--- config.mk ---
export PLATFORM = sky130hd
export DESIGN_NAME = adc_serial_mode_ctrl
export DESIGN_NICKNAME = d
export VERILOG_FILES = /design/src/rtl/adc_if_pkg.sv /design/src/rtl/pin_edge.sv /design/src/rtl/frame_shifter.sv /design/src/rtl/mode_ctrl.sv /design/src/rtl/adc_serial_mode_ctrl.sv
export SDC_FILE = /design/constraint.sdc
export NUM_CORES = 1
export LEC_CHECK = 0
export ABC_AREA = 1
export BUFFER_PORTS_ARGS = -buffer_cell sky130_fd_sc_hd__buf_4
export CORE_AREA = 3 3 68 70
export CTS_CLUSTER_SIZE = 8
export DETAILED_ROUTE_END_ITERATION = 6
export DIE_AREA = 0 0 71 73
export PLACE_DENSITY_LB_ADDON = 0.15
export SLEW_MARGIN = 40
export SYNTH_ARGS = -nofsm -noshare
export SYNTH_HDL_FRONTEND = slang
export SYNTH_HIERARCHICAL = 1
export SYNTH_SLANG_ARGS = --single-unit
--- constraint.sdc ---
create_clock -name clk -period 2.3 [get_ports clk]
set_input_delay 0.575 -clock clk [delete_from_list [all_inputs] [get_ports clk]]
set_output_delay 0.575 -clock clk [all_outputs]
set_load 0.05 [all_outputs]
--- src/rtl/adc_if_pkg.sv ---
package adc_if_pkg;
  typedef enum logic {
    MODE_NORMAL = 1'b0,
    MODE_PWRDN  = 1'b1
  } op_mode_e;
endpackage

--- src/rtl/pin_edge.sv ---
module pin_edge #(
  parameter logic IDLE_VAL = 1'b0
) (
  input  logic clk,
  input  logic rst_n,
  input  logic pin,
  output logic rise,
  output logic fall
);
  logic prev_q;

  always_ff @(posedge clk or negedge rst_n) begin
    if (!rst_n) prev_q <= IDLE_VAL;
    else        prev_q <= pin;
  end

  assign rise = pin & ~prev_q;
  assign fall = ~pin & prev_q;
endmodule

--- src/rtl/frame_shifter.sv ---
module frame_shifter #(
  parameter int RES_W  = 12,
  parameter int LEAD_Z = 4,
  localparam int FRAME_LEN = RES_W + LEAD_Z,
  localparam int CNT_W = $clog2(FRAME_LEN + 1)
) (
  input  logic             clk,
  input  logic             rst_n,
  input  logic             start,
  input  logic             stop,
  input  logic             shift,
  input  logic [RES_W-1:0] load_data,
  output logic             active,
  output logic [CNT_W-1:0] cnt,
  output logic             done,
  output logic             sdata,
  output logic             oe
);
  logic                 active_q, active_d;
  logic [CNT_W-1:0]     cnt_q, cnt_d;
  logic [FRAME_LEN-1:0] sh_q, sh_d;
  logic                 step;

  assign step = active_q && shift && !start && !stop &&
                (cnt_q < CNT_W'(FRAME_LEN));

  always_comb begin
    active_d = active_q;
    cnt_d    = cnt_q;
    sh_d     = sh_q;
    if (start) begin
      active_d = 1'b1;
      cnt_d    = '0;
      sh_d     = {{LEAD_Z{1'b0}}, load_data};
    end else if (stop) begin
      active_d = 1'b0;
    end else if (step) begin
      cnt_d = cnt_q + 1'b1;
      sh_d  = {sh_q[FRAME_LEN-2:0], 1'b0};
    end
  end

  always_ff @(posedge clk or negedge rst_n) begin
    if (!rst_n) begin
      active_q <= 1'b0;
      cnt_q    <= '0;
      sh_q     <= '0;
    end else begin
      active_q <= active_d;
      cnt_q    <= cnt_d;
      sh_q     <= sh_d;
    end
  end

  assign active = active_q;
  assign cnt    = cnt_q;
  assign done   = step && (cnt_q == CNT_W'(FRAME_LEN - 1));
  assign oe     = active_q && (cnt_q < CNT_W'(FRAME_LEN));
  assign sdata  = oe & sh_q[FRAME_LEN-1];

  assert_cnt_max_R4: assert property (@(posedge clk) disable iff (!rst_n)
    cnt_q <= CNT_W'(FRAME_LEN));
  assert_start_R2: assert property (@(posedge clk) disable iff (!rst_n)
    start |=> (oe && cnt_q == '0));
  assert_lead_zero_R3: assert property (@(posedge clk) disable iff (!rst_n)
    (oe && cnt_q < CNT_W'(LEAD_Z)) |-> !sdata);
endmodule

--- src/rtl/mode_ctrl.sv ---
module mode_ctrl
  import adc_if_pkg::*;
#(
  parameter int FRAME_LEN = 16,
  parameter int PD_MIN    = 2,
  parameter int KEEP_MIN  = 10,
  localparam int CNT_W = $clog2(FRAME_LEN + 1)
) (
  input  logic             clk,
  input  logic             rst_n,
  input  logic             frame_start,
  input  logic             frame_stop,
  input  logic             frame_done,
  input  logic [CNT_W-1:0] rel_cnt,
  output logic             powered_down,
  output logic             frame_valid
);
  op_mode_e mode_q, mode_d;
  logic     wake_q, wake_d;
  logic     valid_q, valid_d;
  logic     early, late;

  assign early = (rel_cnt >= CNT_W'(PD_MIN)) && (rel_cnt < CNT_W'(KEEP_MIN));
  assign late  = (rel_cnt >= CNT_W'(KEEP_MIN));

  always_comb begin
    mode_d  = mode_q;
    wake_d  = wake_q;
    valid_d = frame_done && !wake_q;
    if (frame_start) wake_d = (mode_q == MODE_PWRDN);
    if (frame_stop) begin
      if (early)              mode_d = MODE_PWRDN;
      else if (wake_q && late) mode_d = MODE_NORMAL;
    end
  end

  always_ff @(posedge clk or negedge rst_n) begin
    if (!rst_n) begin
      mode_q  <= MODE_NORMAL;
      wake_q  <= 1'b0;
      valid_q <= 1'b0;
    end else begin
      mode_q  <= mode_d;
      wake_q  <= wake_d;
      valid_q <= valid_d;
    end
  end

  assign powered_down = (mode_q == MODE_PWRDN);
  assign frame_valid  = valid_q;

  assert_pd_entry_R5: assert property (@(posedge clk) disable iff (!rst_n)
    (mode_q == MODE_PWRDN && $past(mode_q) == MODE_NORMAL) |->
    ($past(frame_stop) && $past(rel_cnt) >= CNT_W'(PD_MIN) &&
     $past(rel_cnt) < CNT_W'(KEEP_MIN)));
  assert_wake_R7: assert property (@(posedge clk) disable iff (!rst_n)
    (mode_q == MODE_NORMAL && $past(mode_q) == MODE_PWRDN) |->
    ($past(frame_stop) && $past(rel_cnt) >= CNT_W'(KEEP_MIN)));
  assert_valid_R8: assert property (@(posedge clk) disable iff (!rst_n)
    valid_q |-> (!wake_q && $past(rel_cnt) == CNT_W'(FRAME_LEN - 1)));
endmodule

--- src/rtl/adc_serial_mode_ctrl.sv ---
module adc_serial_mode_ctrl #(
  parameter int RES_W    = 12,
  parameter int LEAD_Z   = 4,
  parameter int PD_MIN   = 2,
  parameter int KEEP_MIN = 10,
  localparam int FRAME_LEN = RES_W + LEAD_Z,
  localparam int CNT_W = $clog2(FRAME_LEN + 1)
) (
  input  logic             clk,
  input  logic             rst_n,
  input  logic             cs_n,
  input  logic             sclk,
  input  logic [RES_W-1:0] sample_data,
  output logic             sample_req,
  output logic             sdata,
  output logic             sdata_oe,
  output logic             powered_down,
  output logic             frame_valid
);
  logic [1:0]       rst_pipe_q;
  logic             rst_int_n;
  logic             cs_rise, cs_fall, sclk_rise_unused, sclk_fall;
  logic             active, done, stop;
  logic [CNT_W-1:0] cnt;

  always_ff @(posedge clk or negedge rst_n) begin
    if (!rst_n) rst_pipe_q <= 2'b00;
    else        rst_pipe_q <= {rst_pipe_q[0], 1'b1};
  end
  assign rst_int_n = rst_pipe_q[1];

  pin_edge #(.IDLE_VAL(1'b1)) u_cs_edge (
    .clk(clk), .rst_n(rst_int_n), .pin(cs_n), .rise(cs_rise), .fall(cs_fall));

  pin_edge #(.IDLE_VAL(1'b0)) u_sclk_edge (
    .clk(clk), .rst_n(rst_int_n), .pin(sclk),
    .rise(sclk_rise_unused), .fall(sclk_fall));

  assign stop       = cs_rise && active;
  assign sample_req = cs_fall && rst_int_n;

  frame_shifter #(.RES_W(RES_W), .LEAD_Z(LEAD_Z)) u_shift (
    .clk(clk), .rst_n(rst_int_n), .start(sample_req), .stop(stop),
    .shift(sclk_fall), .load_data(sample_data), .active(active),
    .cnt(cnt), .done(done), .sdata(sdata), .oe(sdata_oe));

  mode_ctrl #(.FRAME_LEN(FRAME_LEN), .PD_MIN(PD_MIN), .KEEP_MIN(KEEP_MIN)) u_mode (
    .clk(clk), .rst_n(rst_int_n), .frame_start(sample_req), .frame_stop(stop),
    .frame_done(done), .rel_cnt(cnt), .powered_down(powered_down),
    .frame_valid(frame_valid));

  assert_idle_hiz_R9: assert property (@(posedge clk) disable iff (!rst_int_n)
    (cs_n && $past(cs_n)) |-> !sdata_oe);
endmodule

# Word-level counts from Yosys, hierarchy flattened
# Index checks and enable logic that the tools add are counted.
[classes] add_sub_neg=1 order_cmp=4 eq_ne=2 muxes=10 bitwise=7 n_reduce_logical=19
[op_table] operator="$mux 16" n=3
[op_table] operator="$mux 5" n=3
[op_table] operator="$logic_and 1x1->1" n=11
[op_table] operator="$reduce_bool 2->1" n=3
[op_table] operator="$add 5x1->5 const B" n=1
[op_table] operator="$eq 5x4->1 const B" n=1
[op_table] operator="$ge 5x2->1 const B" n=1
[op_table] operator="$ge 5x4->1 const B" n=1
[op_table] operator="$lt 5x4->1 const B" n=1
[op_table] operator="$lt 5x5->1 const B" n=1
[op_table] operator="$and 1x1->1" n=4
[op_table] operator="$mux 1" n=4
[op_table] operator="$reduce_and 2->1" n=2
[op_table] operator="$logic_not 1->1" n=3
[op_table] operator="$not 1->1" n=3
[op_table] operator="$ne 2x1->1 const B" n=1
[word_totals] reg_bits=29 wordCells=52

# Logic depth before layout (Yosys ltp)
# Gate-level depths: netlist of the first run.
[depth] word_depth=10 mapped_depth=11 ltp_nobuf=10

# Hierarchy
# The synthesis of the first run kept the hierarchy.
[by_module_without_submodules] module="frame_shifter" instances=1 cells_per_inst=132 area_per_inst_um2=1079.8 seq_area_each_um2=550.5
[by_module_without_submodules] module="mode_ctrl" instances=1 cells_per_inst=21 area_per_inst_um2=145.1 seq_area_each_um2=75.1
[by_module_without_submodules] module="adc_serial_mode_ctrl" instances=1 cells_per_inst=7 area_per_inst_um2=68.8 seq_area_each_um2=50.0
[by_module_without_submodules] module="pin_edge (u_cs_edge)" instances=1 cells_per_inst=5 area_per_inst_um2=41.3 seq_area_each_um2=26.3
[by_module_without_submodules] module="pin_edge (u_sclk_edge)" instances=1 cells_per_inst=5 area_per_inst_um2=40.0 seq_area_each_um2=25.0

# Worst setup path before layout of the first run
# No wires, ideal clock.
[synth_path] path_type="register to register" from="register rst_pipe_q[1]" to="register u_shift.sh_q[4]" setup_ns=0.116 t_arrival_ns=2.034 t_required_ns=2.184 slack_ns=0.150 stages_incl_launch_ff=8 n_path_buf=2 period_less_slack_ns=2.150 cell_sequence="dfrtp_1 nand2_1 inv_1 buf_4 buf_2 o21ai_0 nand2_1 nand2_1"
[synth_between] elab_chain_cells=7 elab_cells_between_ends=9 classes_between="1 x eq/ne; 1 x mux; 7 x reduce/logical"
[synth_lines] item="start, declared" line="adc_serial_mode_ctrl.sv:20" text="logic [1:0] rst_pipe_q;"
[synth_lines] item="start signal, assigned" line="adc_serial_mode_ctrl.sv:28" text="else rst_pipe_q <= {rst_pipe_q[0], 1'b1};"
[synth_lines] item="$logic_and 1x1->1 (*)" line="adc_serial_mode_ctrl.sv:40" text="assign sample_req = cs_fall && rst_int_n;"
[synth_lines] item="net sample_req" line="adc_serial_mode_ctrl.sv:14" text="output logic sample_req,"
[synth_lines] item="$logic_not 1->1" line="frame_shifter.sv:24" text="assign step = active_q && shift && !start && !stop &&"
[synth_lines] item="$logic_and 1x1->1 (3 in a row)" line="frame_shifter.sv:24"
[synth_lines] item="$reduce_bool 2->1 (no source line)"
[synth_lines] item="$reduce_and 2->1 (no source line)"
[synth_lines] item="end signal, assigned" line="frame_shifter.sv:47" text="sh_q <= '0;"
[synth_lines] item="end signal, assigned" line="frame_shifter.sv:51" text="sh_q <= sh_d;"
[synth_lines] item="end, declared" line="frame_shifter.sv:21" text="logic [FRAME_LEN-1:0] sh_q, sh_d;"
# Mark *: on every way through the listed nets, which the timed path passes. The rest lies on a longest branch.
# A chain may end at the register's enable or synchronous reset.

# Worst setup path after layout of the first run
[layout_path] from="register u_cs_edge.prev_q" to="output port sample_req"
[layout_between] elab_chain_cells=2
[layout_lines] item="start, declared" line="pin_edge.sv:10" text="logic prev_q;"
[layout_lines] item="start signal, assigned" line="pin_edge.sv:14" text="else prev_q <= pin;"
[layout_lines] item="$and 1x1->1" line="pin_edge.sv:18" text="assign fall = ~pin & prev_q;"
[layout_lines] item="net cs_fall" line="adc_serial_mode_ctrl.sv:22" text="logic cs_rise, cs_fall, sclk_rise_unused, sclk_fall;"
[layout_lines] item="$logic_and 1x1->1" line="adc_serial_mode_ctrl.sv:40"
[layout_lines] item="end, declared" line="adc_serial_mode_ctrl.sv:14"
# The timed path passes the listed nets, and every way through them passes these cells.

==> results.ini, run 1 <==
[die]
initial_utilization_pct = 33.94
fp.dieH_um = 73
fp-row-count = 23
chipWidth_um = 71
dieArea_um2 = 5183
core_area_um2 = 4029
io_pins = 21

[global_routing]
grt_overflow = 0
grt_pass1_wl_mm = 4.850
grt_pass1_vias = 1083
antenna_found_initial = 0
grt_start_max_net_pins = 28
grt_use_total_pct = 11.96

[timing]
min_period_ns = 1.977
slew_violations = 0
max_clock_freq_mhz = 505.8
grt_setup_unrepaired = false
finalSetupTns_ns = 0
setup_viol = 0
finalHoldViolCount = 0
fin_crit_sh_pct = 85.95
fin_skew_ns = 0.002815
hold_ws_ns = 0.07108

[cells_and_area]
largest_register_ff_count = 16
top_register = u_shift/sh_q
fill_cells = 420
nets = 211
area_growth_pct = 20.40
antenna_cells = 0
drive_above_1_share_pct = 19.69

[drt]
drc = 0
wire_per_inst_um = 10.58
wirelength_mm = 2.572
num_vias = 1064
drtIter0Drc = 49
dr.pass1.iters = 6
routed_via_density = 4.379
ant_nets = 0

[cts]
cts_tree = built
root_buffer = clkbuf_8
clkLatencyLatePin_ns = 0.27
htreeDepth = 2
clock-sinks = 29
cts_buffers = 5
cts_resized = 0
cts_buffer_depth = 2
hold_buffers = 0
postCtsSetupBuffers = 0
path_clk_slew_ns = 0.06

[power]
clkPwrFrac_pct = 29.0
powerDensity_nw_per_um2 = 874.3
max-vdd-ir-drop_mv = 0.2765
p_int_mw = 0.9836
power_mw = 1.440
power.switching_mw = 0.4559
switching_share_pct = 31.67
power_frac_comb_pct = 22.0
leakage_nw = 0.9233
sequentialPowerShare_pct = 49.1

[critical_path]
critPathLaunchType = flip-flop
setup.worst_path.end_class = primary output
critical_path.max_fanout = 7
r2r_slack_ns = 0.62
crit_required_ns = 1.73
worstSetupPathType = reg2out
cp.arrival_ns = 1.40

[placed_design]
dp_hpwl_mm = 1.853
routabilityCongestion = 0.8504
portBuffers = 20

[run]
maxCapViolations = 0

[logic_synthesis]
syn_area_um2 = 1368
postSynthAreaPerCell_um2 = 8.140
syn_inst = 168
ys_warn_count = 6
synth_nets = 186

[run_status]
status = completed

[min_path]
hold_path.class = in2async

worst paths after layout:
path / end / startpoint / depth (start not counted)
max in group asynchronous: u_cs_edge/prev_q / rst_pipe_q[1] / 1
worst min register to register: u_shift/sh_q[4] / rst_pipe_q[1] / 1
min in group clk: rst_pipe_q[1] / rst_pipe_q[0] / 0
worst min-delay path: rst_pipe_q[0] / rst_n / 1
worst max register to register: u_shift/sh_q[7] / u_cs_edge/prev_q / 10
worst max-delay path: sample_req / u_cs_edge/prev_q / 5
worst max-delay path, cell delays in order (launching register included):
cell and delay, ns:
dfstp_2 0.53, inv_1 0.03, nor2_1 0.08, nand2_1 0.06, inv_1 0.18, buf_4 0.25
power by group through the flow:
| stage | Clock (mW) | Sequential (mW) | Combinational, mW |
|---|---|---|---|
| CTS | 0.432 | 0.707 | 0.324 |
| global route | 0.454 | 0.728 | 0.375 |
| floorplan | 0 | 0.727 | 0.212 |
| detailed placement | 0 | 0.715 | 0.323 |
| finish | 0.417 | 0.706 | 0.316 |
| global placement | 0 | 0.710 | 0.316 |
per-layer routing:
metal,wire length (µm),track usage [%]
met5,0,0
met4,41,4.384
met3,135,5.234
met2,1113,18.23
met1,1282,15.07
through the flow:
step / utilization, % / std cells / worst slack [ns] / area, µm²
3_3_place_gp: 38.73 / 236 / 0.4968 / 1560
2_1_floorplan: - / 168 / 0.1500 / 1368
4_1_cts: 40.87 / 243 / 0.3083 / 1647
6_report: 40.87 / 243 / 0.3231 / 1647
5_1_grt: 40.87 / 243 / 0.2146 / 1647
3_5_place_dp: 38.73 / 236 / 0.4533 / 1560
cell type report:
class	count	area, µm²	area share, %
Sequential cell	29	726.9	44.15
Multi-Input combinational cell	108	504.2	30.62
Timing Repair Buffer	22	165.2	10.03
Inverter	27	101.3	6.155
Clock buffer	7	86.33	5.243
Tap cell	50	62.56	3.799
cell usage in the layout (no fill, tap or decap), types with 2 or more instances in the layout:
master and count:
a21oi_1 9, buf_4 22, clkbuf_8 6, dfrtp_1 28
ha_1 2, inv_1 26, nand2_1 62, nand2_2 2
nand3_1 2, nand4_1 3, nor2_1 9, nor2_2 2
o21ai_0 5, o21ai_1 5
Note: power is estimated with default switching activity, not from simulation.
==> run 2, diff against run 1 <==
--- a/config.mk
+++ b/config.mk
@@ -7,10 +7,10 @@
 export LEC_CHECK = 0
 export ABC_AREA = 1
 export BUFFER_PORTS_ARGS = -buffer_cell sky130_fd_sc_hd__buf_4
-export CORE_AREA = 3 3 68 70
+export CORE_AREA = 3 3 53 55
 export CTS_CLUSTER_SIZE = 8
 export DETAILED_ROUTE_END_ITERATION = 6
-export DIE_AREA = 0 0 71 73
+export DIE_AREA = 0 0 56 58
 export PLACE_DENSITY_LB_ADDON = 0.15
 export SLEW_MARGIN = 40
 export SYNTH_ARGS = -nofsm -noshare
==> run 2 against run 1 <==
  * Sequential share of layout area up 1.5 points
  * Critical endpoint unchanged
  * Highest routed layer unchanged
  * Largest cell class unchanged
  * Clock power fell by 32%
  * Non-clock buffer count is 1 higher
==> results.ini, run 2 (same netlist as run 1, synthesis figures left out) <==
[cells_and_area]
drive_above_1_share_pct = 18.97
antenna_cells = 0
top_register = u_shift/sh_q
postLayoutCoreUtil_pct = 65.54
nets = 212
final_cells = 225
area_growth_pct = 16.56
layout_common_cells = 62 x nand2_1, 28 x dfrtp_1, 26 x inv_1
largest_register_ff_count = 16
post-route-cell-area_um2 = 1594
final_common_cell = nand2_1

[run]
maxCapViolations = 0

[timing]
grt_setup_unrepaired = false
min_period_ns = 2.030
fin_skew_ns = 0.009651
setup_viol = 0
layout_setup_ws_ns = 0.2696
fin_crit_sh_pct = 88.28
slew_violations = 0
finalHoldViolCount = 0
finalSetupTns_ns = 0
max_clock_freq_mhz = 492.5
hold_ws_ns = 0.2659

[placed_design]
dpl-instance-area_um2 = 1535
dp_hpwl_mm = 1.720
routabilityCongestion = 0.8336
dp.cells = 216
portBuffers = 20
place_ws_ns = 0.4669

[global_routing]
antenna_found_initial = 0
grt_overflow = 0
grt_pass1_wl_mm = 4.278
grt_use_total_pct = 17.14
grt_start_max_net_pins = 28
grt_pass1_vias = 1019

[power]
power_mw = 1.313
leakage_nw = 0.9097
powerDensity_nw_per_um2 = 823.6
max-vdd-ir-drop_mv = 0.4721

[cts]
cts_buffers = 5
clock-sinks = 29
htreeDepth = 2
cts_resized = 0
root_buffer = clkbuf_4
clkLatencyLatePin_ns = 0.32
path_clk_slew_ns = 0.09
cts_buffer_depth = 2
cts_tree = built

[drt]
drc = 0
drtIter0Drc = 27
wire_per_inst_um = 10.83
dr.pass1.iters = 4
num_vias = 1087
ant_nets = 0
routed_via_density = 4.831
wirelength_mm = 2.437

[die]
dieArea_um2 = 3248
fp.dieH_um = 58
chipWidth_um = 56
fp-row-count = 18
io_pins = 21
initial_utilization_pct = 56.22
core_area_um2 = 2432

[critical_path]
setup.worst_path.end_class = primary output
r2r_end = u_shift/sh_q[5]
rr_startpoint = u_cs_edge/prev_q
critPathLaunch = u_cs_edge/prev_q
crit_required_ns = 1.73
worstSetupPathType = reg2out
r2r_slack_ns = 0.61
cp.arrival_ns = 1.46
critPathLaunchType = flip-flop
critical_path.max_fanout = 7
reg2reg_depth = 10

[run_status]
status = completed

[min_path]
hold_path.class = reg2async

run 2: worst max path at each step:
stage	cells after the start	endpoint	slack, ns
3_5_place_dp	5	sample_req	0.47
4_1_cts	5	sample_req	0.27
2_1_floorplan	7	u_shift/sh_q[4]	0.15
5_1_grt	5	sample_req	0.19
6_report	5	sample_req	0.27
3_3_place_gp	5	sample_req	0.49
run 2: cell type report:
| cell class | count | area, µm² |
|---|---|---|
| Tap cell | 30 | 37.54 |
| Inverter | 27 | 101.3 |
| Multi-Input combinational cell | 108 | 504.2 |
| Sequential cell | 29 | 726.9 |
| Fill cell | 218 | 838.3 |
| Clock buffer | 8 | 48.80 |
| Timing Repair Buffer | 23 | 175.2 |
run 2: where the power goes:
part	switching, mW	internal [mW]	total [mW]	leakage [nW]
registers	0.0791	0.624	0.703	0.370
clock network	0.162	0.122	0.283	0.0265
logic	0.203	0.123	0.326	0.513
total	0.444	0.868	1.31	0.910
run 2: critical path: stages, from the launching register on:
cell and delay [ns]:
dfstp_2 0.54, inv_1 0.04, nor2_1 0.08, nand2_1 0.06, inv_1 0.18, buf_4 0.24
run 2: routing by layer:
layer  track usage [%]  part of all wire (%)
met2             29.22                    48
met4             8.136                   1.6
met3             4.677                   4.4
met5                 0                     0
met1             20.17                    46
run 2: repair_timing:
item	CTS	global route
hold endpoints to repair	0	2
buffers inserted	0	0
hold buffers	0	1
